$ cat config.mk
export PLATFORM = sky130hd
export DESIGN_NAME = dr_completion_detect
export DESIGN_NICKNAME = d
export VERILOG_FILES = /design/src/rtl/dr_cd_pkg.sv /design/src/rtl/dr_rail_decode.sv /design/src/rtl/dr_celem.sv /design/src/rtl/dr_celem_tree.sv /design/src/rtl/dr_align_pipe.sv /design/src/rtl/dr_completion_detect.sv
export SDC_FILE = /design/constraint.sdc
export NUM_CORES = 1
export LEC_CHECK = 0
export CAP_MARGIN = 20
export CORE_MARGIN = 2
export CORE_UTILIZATION = 50
export CTS_CLUSTER_SIZE = 24
export DETAILED_ROUTE_END_ITERATION = 7
export PLACE_DENSITY_LB_ADDON = 0.1
export SETUP_SLACK_MARGIN = 0.02
export SLEW_MARGIN = 10
export SYNTH_ARGS = -nofsm -noshare
export SYNTH_HDL_FRONTEND = slang
export SYNTH_SLANG_ARGS = --single-unit
$ cat constraint.sdc
create_clock -name clk -period 1.49 [get_ports clk]
set_clock_uncertainty 0.1 [all_clocks]
set_input_delay 0.3725 -clock clk [delete_from_list [all_inputs] [get_ports clk]]
set_output_delay 0.3725 -clock clk [all_outputs]
set_load 0.05 [all_outputs]
$ cat src/rtl/dr_cd_pkg.sv
// Package: shared code values and helpers for the dual-rail completion detector.
// Assumes the pair of rails of one bit is packed as {true, false}.
package dr_cd_pkg;

    typedef enum logic [1:0] {
        DR_SPACER  = 2'b00,
        DR_ZERO    = 2'b01,
        DR_ONE     = 2'b10,
        DR_ILLEGAL = 2'b11
    } dr_code_e;

    // Classify one bit from its two rails.
    function automatic dr_code_e dr_classify(input logic t, input logic f);
        return dr_code_e'({t, f});
    endfunction

    // A bit carries data only for one of the two legal data codes.
    function automatic logic dr_is_valid(input dr_code_e c);
        return (c == DR_ZERO) || (c == DR_ONE);
    endfunction

endpackage

$ cat src/rtl/dr_rail_decode.sv
// Module: dr_rail_decode
// Splits each dual-rail bit into a valid flag, an illegal flag and a data bit.
// Purely combinational; assumes nothing about the order in which rails change.
module dr_rail_decode
    import dr_cd_pkg::*;
#(
    parameter int N = 8
) (
    input  logic [N-1:0] rail_t,
    input  logic [N-1:0] rail_f,
    output logic [N-1:0] valid,
    output logic [N-1:0] bad,
    output logic [N-1:0] data
);

    for (genvar i = 0; i < N; i++) begin : g_bit
        dr_code_e code;

        // Classify the bit and derive its flags.
        always_comb begin
            code     = dr_classify(rail_t[i], rail_f[i]);
            valid[i] = dr_is_valid(code);
            bad[i]   = (code == DR_ILLEGAL);
            data[i]  = rail_t[i];
        end

        // Check that an illegal bit is never reported as valid.
        always_comb begin
            a_r2_bad_not_valid: assert (!(valid[i] && bad[i]));
        end
    end

endmodule

$ cat src/rtl/dr_celem.sv
// Module: dr_celem
// One registered two-input Muller C-element. Assumes the synchronous reset
// brings the node to 0, which is the value it holds while the word is empty.
module dr_celem (
    input  logic clk,
    input  logic rst_n,
    input  logic a,
    input  logic b,
    output logic q
);

    // Follow the inputs when they agree; otherwise hold the stored value.
    always_ff @(posedge clk) begin
        if (!rst_n)
            q <= 1'b0;
        else if (a && b)
            q <= 1'b1;
        else if (!a && !b)
            q <= 1'b0;
    end

    // disagreeing inputs leave the node unchanged.
    a_r4_hold_on_disagree: assert property (@(posedge clk) disable iff (!rst_n)
        (a != b) |=> $stable(q));

    // the node only rises after both inputs were high.
    a_r3_rise_needs_both: assert property (@(posedge clk) disable iff (!rst_n)
        ($past(rst_n) && $rose(q)) |-> $past(a && b));

    // the node only falls after both inputs were low.
    a_r5_fall_needs_both: assert property (@(posedge clk) disable iff (!rst_n)
        ($past(rst_n) && $fell(q)) |-> $past(!a && !b));

endmodule

$ cat src/rtl/dr_celem_tree.sv
// Module: dr_celem_tree
// Balanced tree of registered C-elements in heap order: node 0 is the root,
// node k has children 2k+1 and 2k+2, and the leaves hold the padded inputs.
// Assumes N >= 2. Leaves above N-1 repeat the last input. A node fed the same
// signal twice acts as a plain register, so the padding never blocks
// completion and every path keeps the same depth.
module dr_celem_tree #(
    parameter int N = 8
) (
    input  logic         clk,
    input  logic         rst_n,
    input  logic [N-1:0] leaf,
    output logic         root
);

    localparam int LVL   = $clog2(N);
    localparam int W     = 1 << LVL;
    localparam int NODES = 2 * W - 1;

    wire [NODES-1:0] nd;

    // Leaves: real inputs, then copies of the last input as padding.
    for (genvar k = 0; k < W; k++) begin : g_leaf
        if (k < N) begin : g_real
            assign nd[W-1+k] = leaf[k];
        end else begin : g_pad
            assign nd[W-1+k] = leaf[N-1];
        end
    end

    // Inner nodes: one registered C-element each.
    for (genvar k = 0; k < W - 1; k++) begin : g_node
        dr_celem u_cel (
            .clk   (clk),
            .rst_n (rst_n),
            .a     (nd[2*k+1]),
            .b     (nd[2*k+2]),
            .q     (nd[k])
        );
    end

    assign root = nd[0];

endmodule

$ cat src/rtl/dr_align_pipe.sv
// Module: dr_align_pipe
// Fixed-depth delay line that keeps side outputs in step with the C-element
// tree. Assumes DEPTH >= 1; the reset clears every stage.
module dr_align_pipe #(
    parameter int WIDTH = 8,
    parameter int DEPTH = 3
) (
    input  logic             clk,
    input  logic             rst_n,
    input  logic [WIDTH-1:0] d,
    output logic [WIDTH-1:0] q
);

    logic [DEPTH-1:0][WIDTH-1:0] stage;

    // Shift the sample one stage per clock.
    always_ff @(posedge clk) begin
        if (!rst_n) begin
            stage <= '0;
        end else begin
            stage[0] <= d;
            for (int s = 1; s < DEPTH; s++)
                stage[s] <= stage[s-1];
        end
    end

    assign q = stage[DEPTH-1];

endmodule

$ cat src/rtl/dr_completion_detect.sv
// Module: dr_completion_detect (top)
// Dual-rail completion detector. It decodes the rails, feeds the per-bit valid
// flags to a registered C-element tree, and delays data and error flags by the
// tree depth. Assumes N >= 2 and rails that are already synchronous to clk.
module dr_completion_detect #(
    parameter int N = 8
) (
    input  logic         clk,
    input  logic         rst_n,
    input  logic [N-1:0] rail_t_i,
    input  logic [N-1:0] rail_f_i,
    output logic [N-1:0] data_o,
    output logic [N-1:0] err_o,
    output logic         any_err_o,
    output logic         done_o
);

    localparam int LVL  = $clog2(N);
    localparam int PW   = 2 * N + 1;

    logic [N-1:0] bit_valid;
    logic [N-1:0] bit_bad;
    logic [N-1:0] bit_data;
    logic [PW-1:0] pipe_in;
    logic [PW-1:0] pipe_out;

    dr_rail_decode #(.N(N)) u_dec (
        .rail_t (rail_t_i),
        .rail_f (rail_f_i),
        .valid  (bit_valid),
        .bad    (bit_bad),
        .data   (bit_data)
    );

    dr_celem_tree #(.N(N)) u_tree (
        .clk   (clk),
        .rst_n (rst_n),
        .leaf  (bit_valid),
        .root  (done_o)
    );

    // Bundle the side outputs so they share one delay line.
    assign pipe_in = {(|bit_bad), bit_bad, bit_data};

    dr_align_pipe #(.WIDTH(PW), .DEPTH(LVL)) u_pipe (
        .clk   (clk),
        .rst_n (rst_n),
        .d     (pipe_in),
        .q     (pipe_out)
    );

    assign any_err_o = pipe_out[PW-1];
    assign err_o     = pipe_out[2*N-1:N];
    assign data_o    = pipe_out[N-1:0];

    // the summary flag agrees with the delayed per-bit flags.
    a_r7_any_err_matches: assert property (@(posedge clk) disable iff (!rst_n)
        any_err_o == (|err_o));

endmodule

# Word-level counts from Yosys, hierarchy flattened
# Index checks and enable logic that the tools add are counted.
[totals] input_bits=18 ff_bits=58
[classes] mux=14 reduce_logical=44 eq_ne=24
[op_table] op="$eq A2 B2 Y1 const B" count=16
[op_table] op="$eq A2 B1 Y1 const B" count=8
[op_table] op="$logic_and A1 B1 Y1" count=14
[op_table] op="$logic_not A1 Y1" count=14
[op_table] op="$mux W1" count=14
[op_table] op="$reduce_bool A2 Y1" count=7
[op_table] op="$logic_or A1 B1 Y1" count=8
[op_table] op="$reduce_or A8 Y1" count=1

# Longest topological paths before layout
[depth] ltp_word=6 depth_mapped=4

# By module
# Synthesis repeated with hierarchy kept, for this count alone.
[unflattened] cells_unflattened=171 area_unflattened_um2=2074.5
[modules_own_cells] mod="dr_align_pipe" n_inst=1 cells_each=124 seq_area_each_um2=1021.0 area_per_inst_um2=1556.5
[modules_own_cells] mod="dr_celem" n_inst=7 cells_each=4 seq_area_each_um2=20.0 area_per_inst_um2=48.8
[modules_own_cells] mod="dr_rail_decode" n_inst=1 cells_each=16 seq_area_each_um2=0.0 area_per_inst_um2=160.2
[modules_own_cells] mod="dr_completion_detect" n_inst=1 cells_each=3 seq_area_each_um2=0.0 area_per_inst_um2=16.3

# Least setup slack after synthesis
# No wires, ideal clock.
[synth_path] kind="in2reg" startpoint="input port rail_t_i[0]" endpoint="register u_tree.g_node[3].u_cel.q" t_arrival_ns=1.144 setup_time_ns=0.116 t_required_ns=1.274 path_slack_ns=0.130 cell_stages=4 cell_sequence="ha_1 -> ha_1 -> mux2i_1 -> nor2b_1"
[synth_via] elab_chain_len=5 word_cells_on_any_way=8
[synth_rtl] item="start, declared" line_no="dr_completion_detect.sv:10" source="input logic [N-1:0] rail_t_i,"
[synth_rtl] item="$eq A2 B1 Y1 or $eq A2 B2 Y1 (tied branches)" line_no="dr_cd_pkg.sv:19" source="return (c == DR_ZERO) || (c == DR_ONE);"
[synth_rtl] item="$logic_or A1 B1 Y1 (*)" line_no="dr_cd_pkg.sv:19"
[synth_rtl] item="$logic_not A1 Y1" line_no="dr_celem.sv:18" source="else if (!a && !b)"
[synth_rtl] item="$logic_and A1 B1 Y1" line_no="dr_celem.sv:18"
[synth_rtl] item="$reduce_bool A2 Y1 (no source line)"
[synth_rtl] item="end signal, assigned" line_no="dr_celem.sv:15" source="q <= 1'b0;"
[synth_rtl] item="end signal, assigned" line_no="dr_celem.sv:17" source="q <= 1'b1;"
[synth_rtl] item="end signal, assigned" line_no="dr_celem.sv:19" source="q <= 1'b0;"
[synth_rtl] item="end, declared" line_no="dr_celem.sv:9" source="output logic q"
# Mark *: on every way between the ends. The rest lies on a longest branch, timed or not.
# A chain may end at the register's enable or synchronous reset.

# Worst setup path after layout
[layout_path] startpoint="input port rail_t_i[3]" endpoint="register u_tree.g_node[4].u_cel.q"
[layout_via] elab_chain_len=5 word_cells_on_any_way=8
[layout_rtl] item="$eq A2 B1 Y1 or $eq A2 B2 Y1 (tied branches)" line_no="dr_cd_pkg.sv:19"
[layout_rtl] item="$logic_or A1 B1 Y1 (*)" line_no="dr_cd_pkg.sv:19"
[layout_rtl] item="$logic_not A1 Y1" line_no="dr_celem.sv:18"
[layout_rtl] item="$logic_and A1 B1 Y1" line_no="dr_celem.sv:18"
[layout_rtl] item="$reduce_bool A2 Y1 (no source line)"
[layout_rtl] item="end signal, assigned" line_no="dr_celem.sv:15"
[layout_rtl] item="end signal, assigned" line_no="dr_celem.sv:17"
[layout_rtl] item="end signal, assigned" line_no="dr_celem.sv:19"
[layout_rtl] item="end, declared" line_no="dr_celem.sv:9"
# Marked as above.

==> results by group <==
Layout
  • Final instance area: 2584 µm²
  • FILL cells: 286
  • Diodes inserted: 0
  • Final Instance Count excl. Fillers: 240
  • Layout cell share with drive strength beyond 1: 17.71%
  • Syn-to-layout area delta: 31.53%
  • Core Util, Final: 69.53%
  • Nets: 221

Clock network
  • Post-CTS Hold Fix Bufs: 0
  • Clock sink count: 58
  • Clk Latency, worst-skew pair: 310 ps
  • CTS clk-pin slew, worst paths: 60 ps
  • Post-CTS Setup Bufs: 0
  • Post_cts resized: 16
  • Root Driver: clkbuf_8
  • Max clock buf depth: 2
  • Num CTS Buffers: 9
  • CTS tree: yes
  • CTS H-tree lvls: 3

Detailed routing
  • Vias/cell: 4.383
  • Routed Antenna Nets: 0
  • Pre-antenna DRT Iters: 4
  • Vias: 1052
  • DR iter-0 viols: 24
  • # DRC: 0
  • Drt wl/cell: 10.65 µm
  • Drt total wl: 2556 µm

Synth
  • Prevailing post-synth register cell: dfxtp_1
  • Post-synth ARST share: 0%
  • Synth Area per Inst: 12.13 µm²
  • Sequential share of the synthesized area: 59.11%
  • Number of synthesized flops with an enable pin: 0
  • Leading cell types by count after synthesis: dfxtp_1 (58), and2_1 (50), buf_4 (16)
  • Yosys cell types: 10
  • Post-Syn Area: 1964 µm²
  • Share of the synthesized area in the top cell type: 59.11%
  • Flops & latches, synth: 58
  • Area leader, netlist: dfxtp_1
  • Syn Inst Count: 162
  • YS warnings: 0
  • Count leader, synth: dfxtp_1
  • Mapped Nets: 195
  • Top cells by area, synth: dfxtp_1 (59%), and2_1 (16%), ha_1 (9.6%), buf_4 (6.1%), mux2i_1 (3.6%)

STA
  • Worst slew margin: 81.90%
  • RSZ-0062 raised after global routing: no
  • Post-layout min period: 1340 ps
  • Final Hold Vio Count: 0
  • Setup violations, final: 0
  • Slew @ Worst Pin: 269.1 ps
  • Final period util: 89.91%
  • Max frequency: 0.7464 GHz
  • Max Slew Vio Count: 0
  • Setup TNS after final layout: 0 ps

Setup path
  • Worst r2r path cells: 3
  • Crit-path max FO: 2
  • R2r setup slk: 430 ps
  • CP Capture Type: flop
  • Crit path DAT: 1440 ps
  • WP data required: 1590 ps
  • RR Startpoint: u_tree.g_node[3].u_cel.q
  • Worst setup SP type: input pin
  • FF-to-FF End: u_tree.g_node[1].u_cel.q
  • CP Class: input pin to flop

Worst hold path
  • HP Start: rail_t_i[7]
  • Hold EP: u_pipe.stage[7]
  • Worst min-delay path class: input pin to flop
  • WHS Path Cells: 2

Global routing
  • GRT overflow: 0
  • Vias in the first global route: 1088
  • Initial antenna violation count: 0
  • First-pass GRT wire length: 4567 µm
  • Largest net degree at the start of global routing: 47
  • Gr usage total: 14.57%

Power
  • Total Power: 3.197 mW
  • Worst vdd ir: 0.6733 mV
  • P_leak: 1.132 nW
  • Power per cell area: 1237 nW/µm²

Run
  • MaxCap Viol Count: 0

Floorplan
  • Core box area: 3716 µm²
  • Die ar.: 4446 µm²
  • Row count: 22
  • Io pins: 36
  • Die height: 66.68 µm
  • Initial Utilization: 52.86%
  • Horiz. Die Dim: 66.68 µm

Place
  • GP Congestion: 0.6993
  • Post-DP Area: 2414 µm²
  • Placed cell count: 225
  • Post-DP HPWL: 1812 µm
  • Port Buffers: 35

Run status
  • Status: finished, final reports clean
[cell type report]
class                   instances  area [µm²]  share of cell area, %
flip-flops and latches         58        1161                  44.94
clock inverters                 1       7.507                 0.2906
clock buffers                  14       182.7                  7.070
well taps                      48       60.06                  2.324
multi-input cells              82       634.4                  24.55
repair buffers                 37       538.0                  20.82
[sequential cells by signal (all words and copies together), names as in the netlist]
name,cells
u_pipe.q,17
u_tree.g_node.u_cel.q,7
u_pipe.stage,34
[stage by stage]
step | setup WS (ps) | hold WS [ps]
2_1_floorplan | 130.3 | 311.9
4_1_cts | 154.9 | 302.5
5_1_grt | 101.7 | 311.5
3_3_place_gp | -349.1 | 314.9
3_5_place_dp | -396.7 | 317.7
6_report | 150.3 | 317.6
[power breakdown]
| group | leakage [nW] | total (mW) | internal, mW | switching (mW) |
|---|---|---|---|---|
| combinational | 0.563 | 0.254 | 0.142 | 0.113 |
| clock | 0.0948 | 1.31 | 0.777 | 0.536 |
| sequential | 0.475 | 1.63 | 1.61 | 0.0204 |
| total | 1.13 | 3.20 | 2.53 | 0.669 |
[metal layers]
layer,part of all wire [%],track usage [%],vias up
met5,0,0,-
met4,0.90,8.418,0
met3,6.7,8.108,2
met2,52,24.38,25
met1,41,13.98,477
li1,-,-,548
[logic make-up (layout without fill, tap and decap cells)]
group           Yosys count  after routing  share of synthesized area, %
fa+ha+maj                15             15                         9.554
compound gates            1              1                        0.3823
buf+inv                  22             52                         8.599
simple gates             59             59                         18.79
mux                       7              7                         3.567
flops                    58             58                         59.11
[worst max-delay path by stage]
stage	start	to	slack, ps	depth (start not counted)
finish	rail_t_i[3]	u_tree.g_node[4].u_cel.q	150	5
detailed placement	rail_t_i[6]	u_tree.g_node[6].u_cel.q	-400	5
CTS	rail_t_i[3]	u_tree.g_node[4].u_cel.q	150	5
floorplan	rail_t_i[0]	u_tree.g_node[3].u_cel.q	130	4
global placement	rail_t_i[4]	u_tree.g_node[5].u_cel.q	-350	5
global route	rail_f_i[6]	u_tree.g_node[6].u_cel.q	100	5
[placed cells by master, fill, tap and decap left out, drive strengths merged]
| cell | netlist | routed |
|---|---|---|
| nor4 | 2 | 2 |
| nor2b | 7 | 7 |
| clkinvlp | 0 | 1 |
| mux2i | 7 | 7 |
| and2 | 50 | 50 |
| dfxtp | 58 | 58 |
| ha | 15 | 15 |
| buf | 22 | 20 |
| dlygate4sd2 | 0 | 16 |
| clkbuf | 0 | 14 |
| a21boi | 1 | 1 |
| clkdlybuf4s50 | 0 | 1 |
[worst max-delay path: stages]
cell and delay (ps):
dlygate4sd2_1 260, ha_1 280, ha_1 290, mux2i_1 180
nor2b_1 60
No activity file was read; power rests on OpenSTA's default activity.
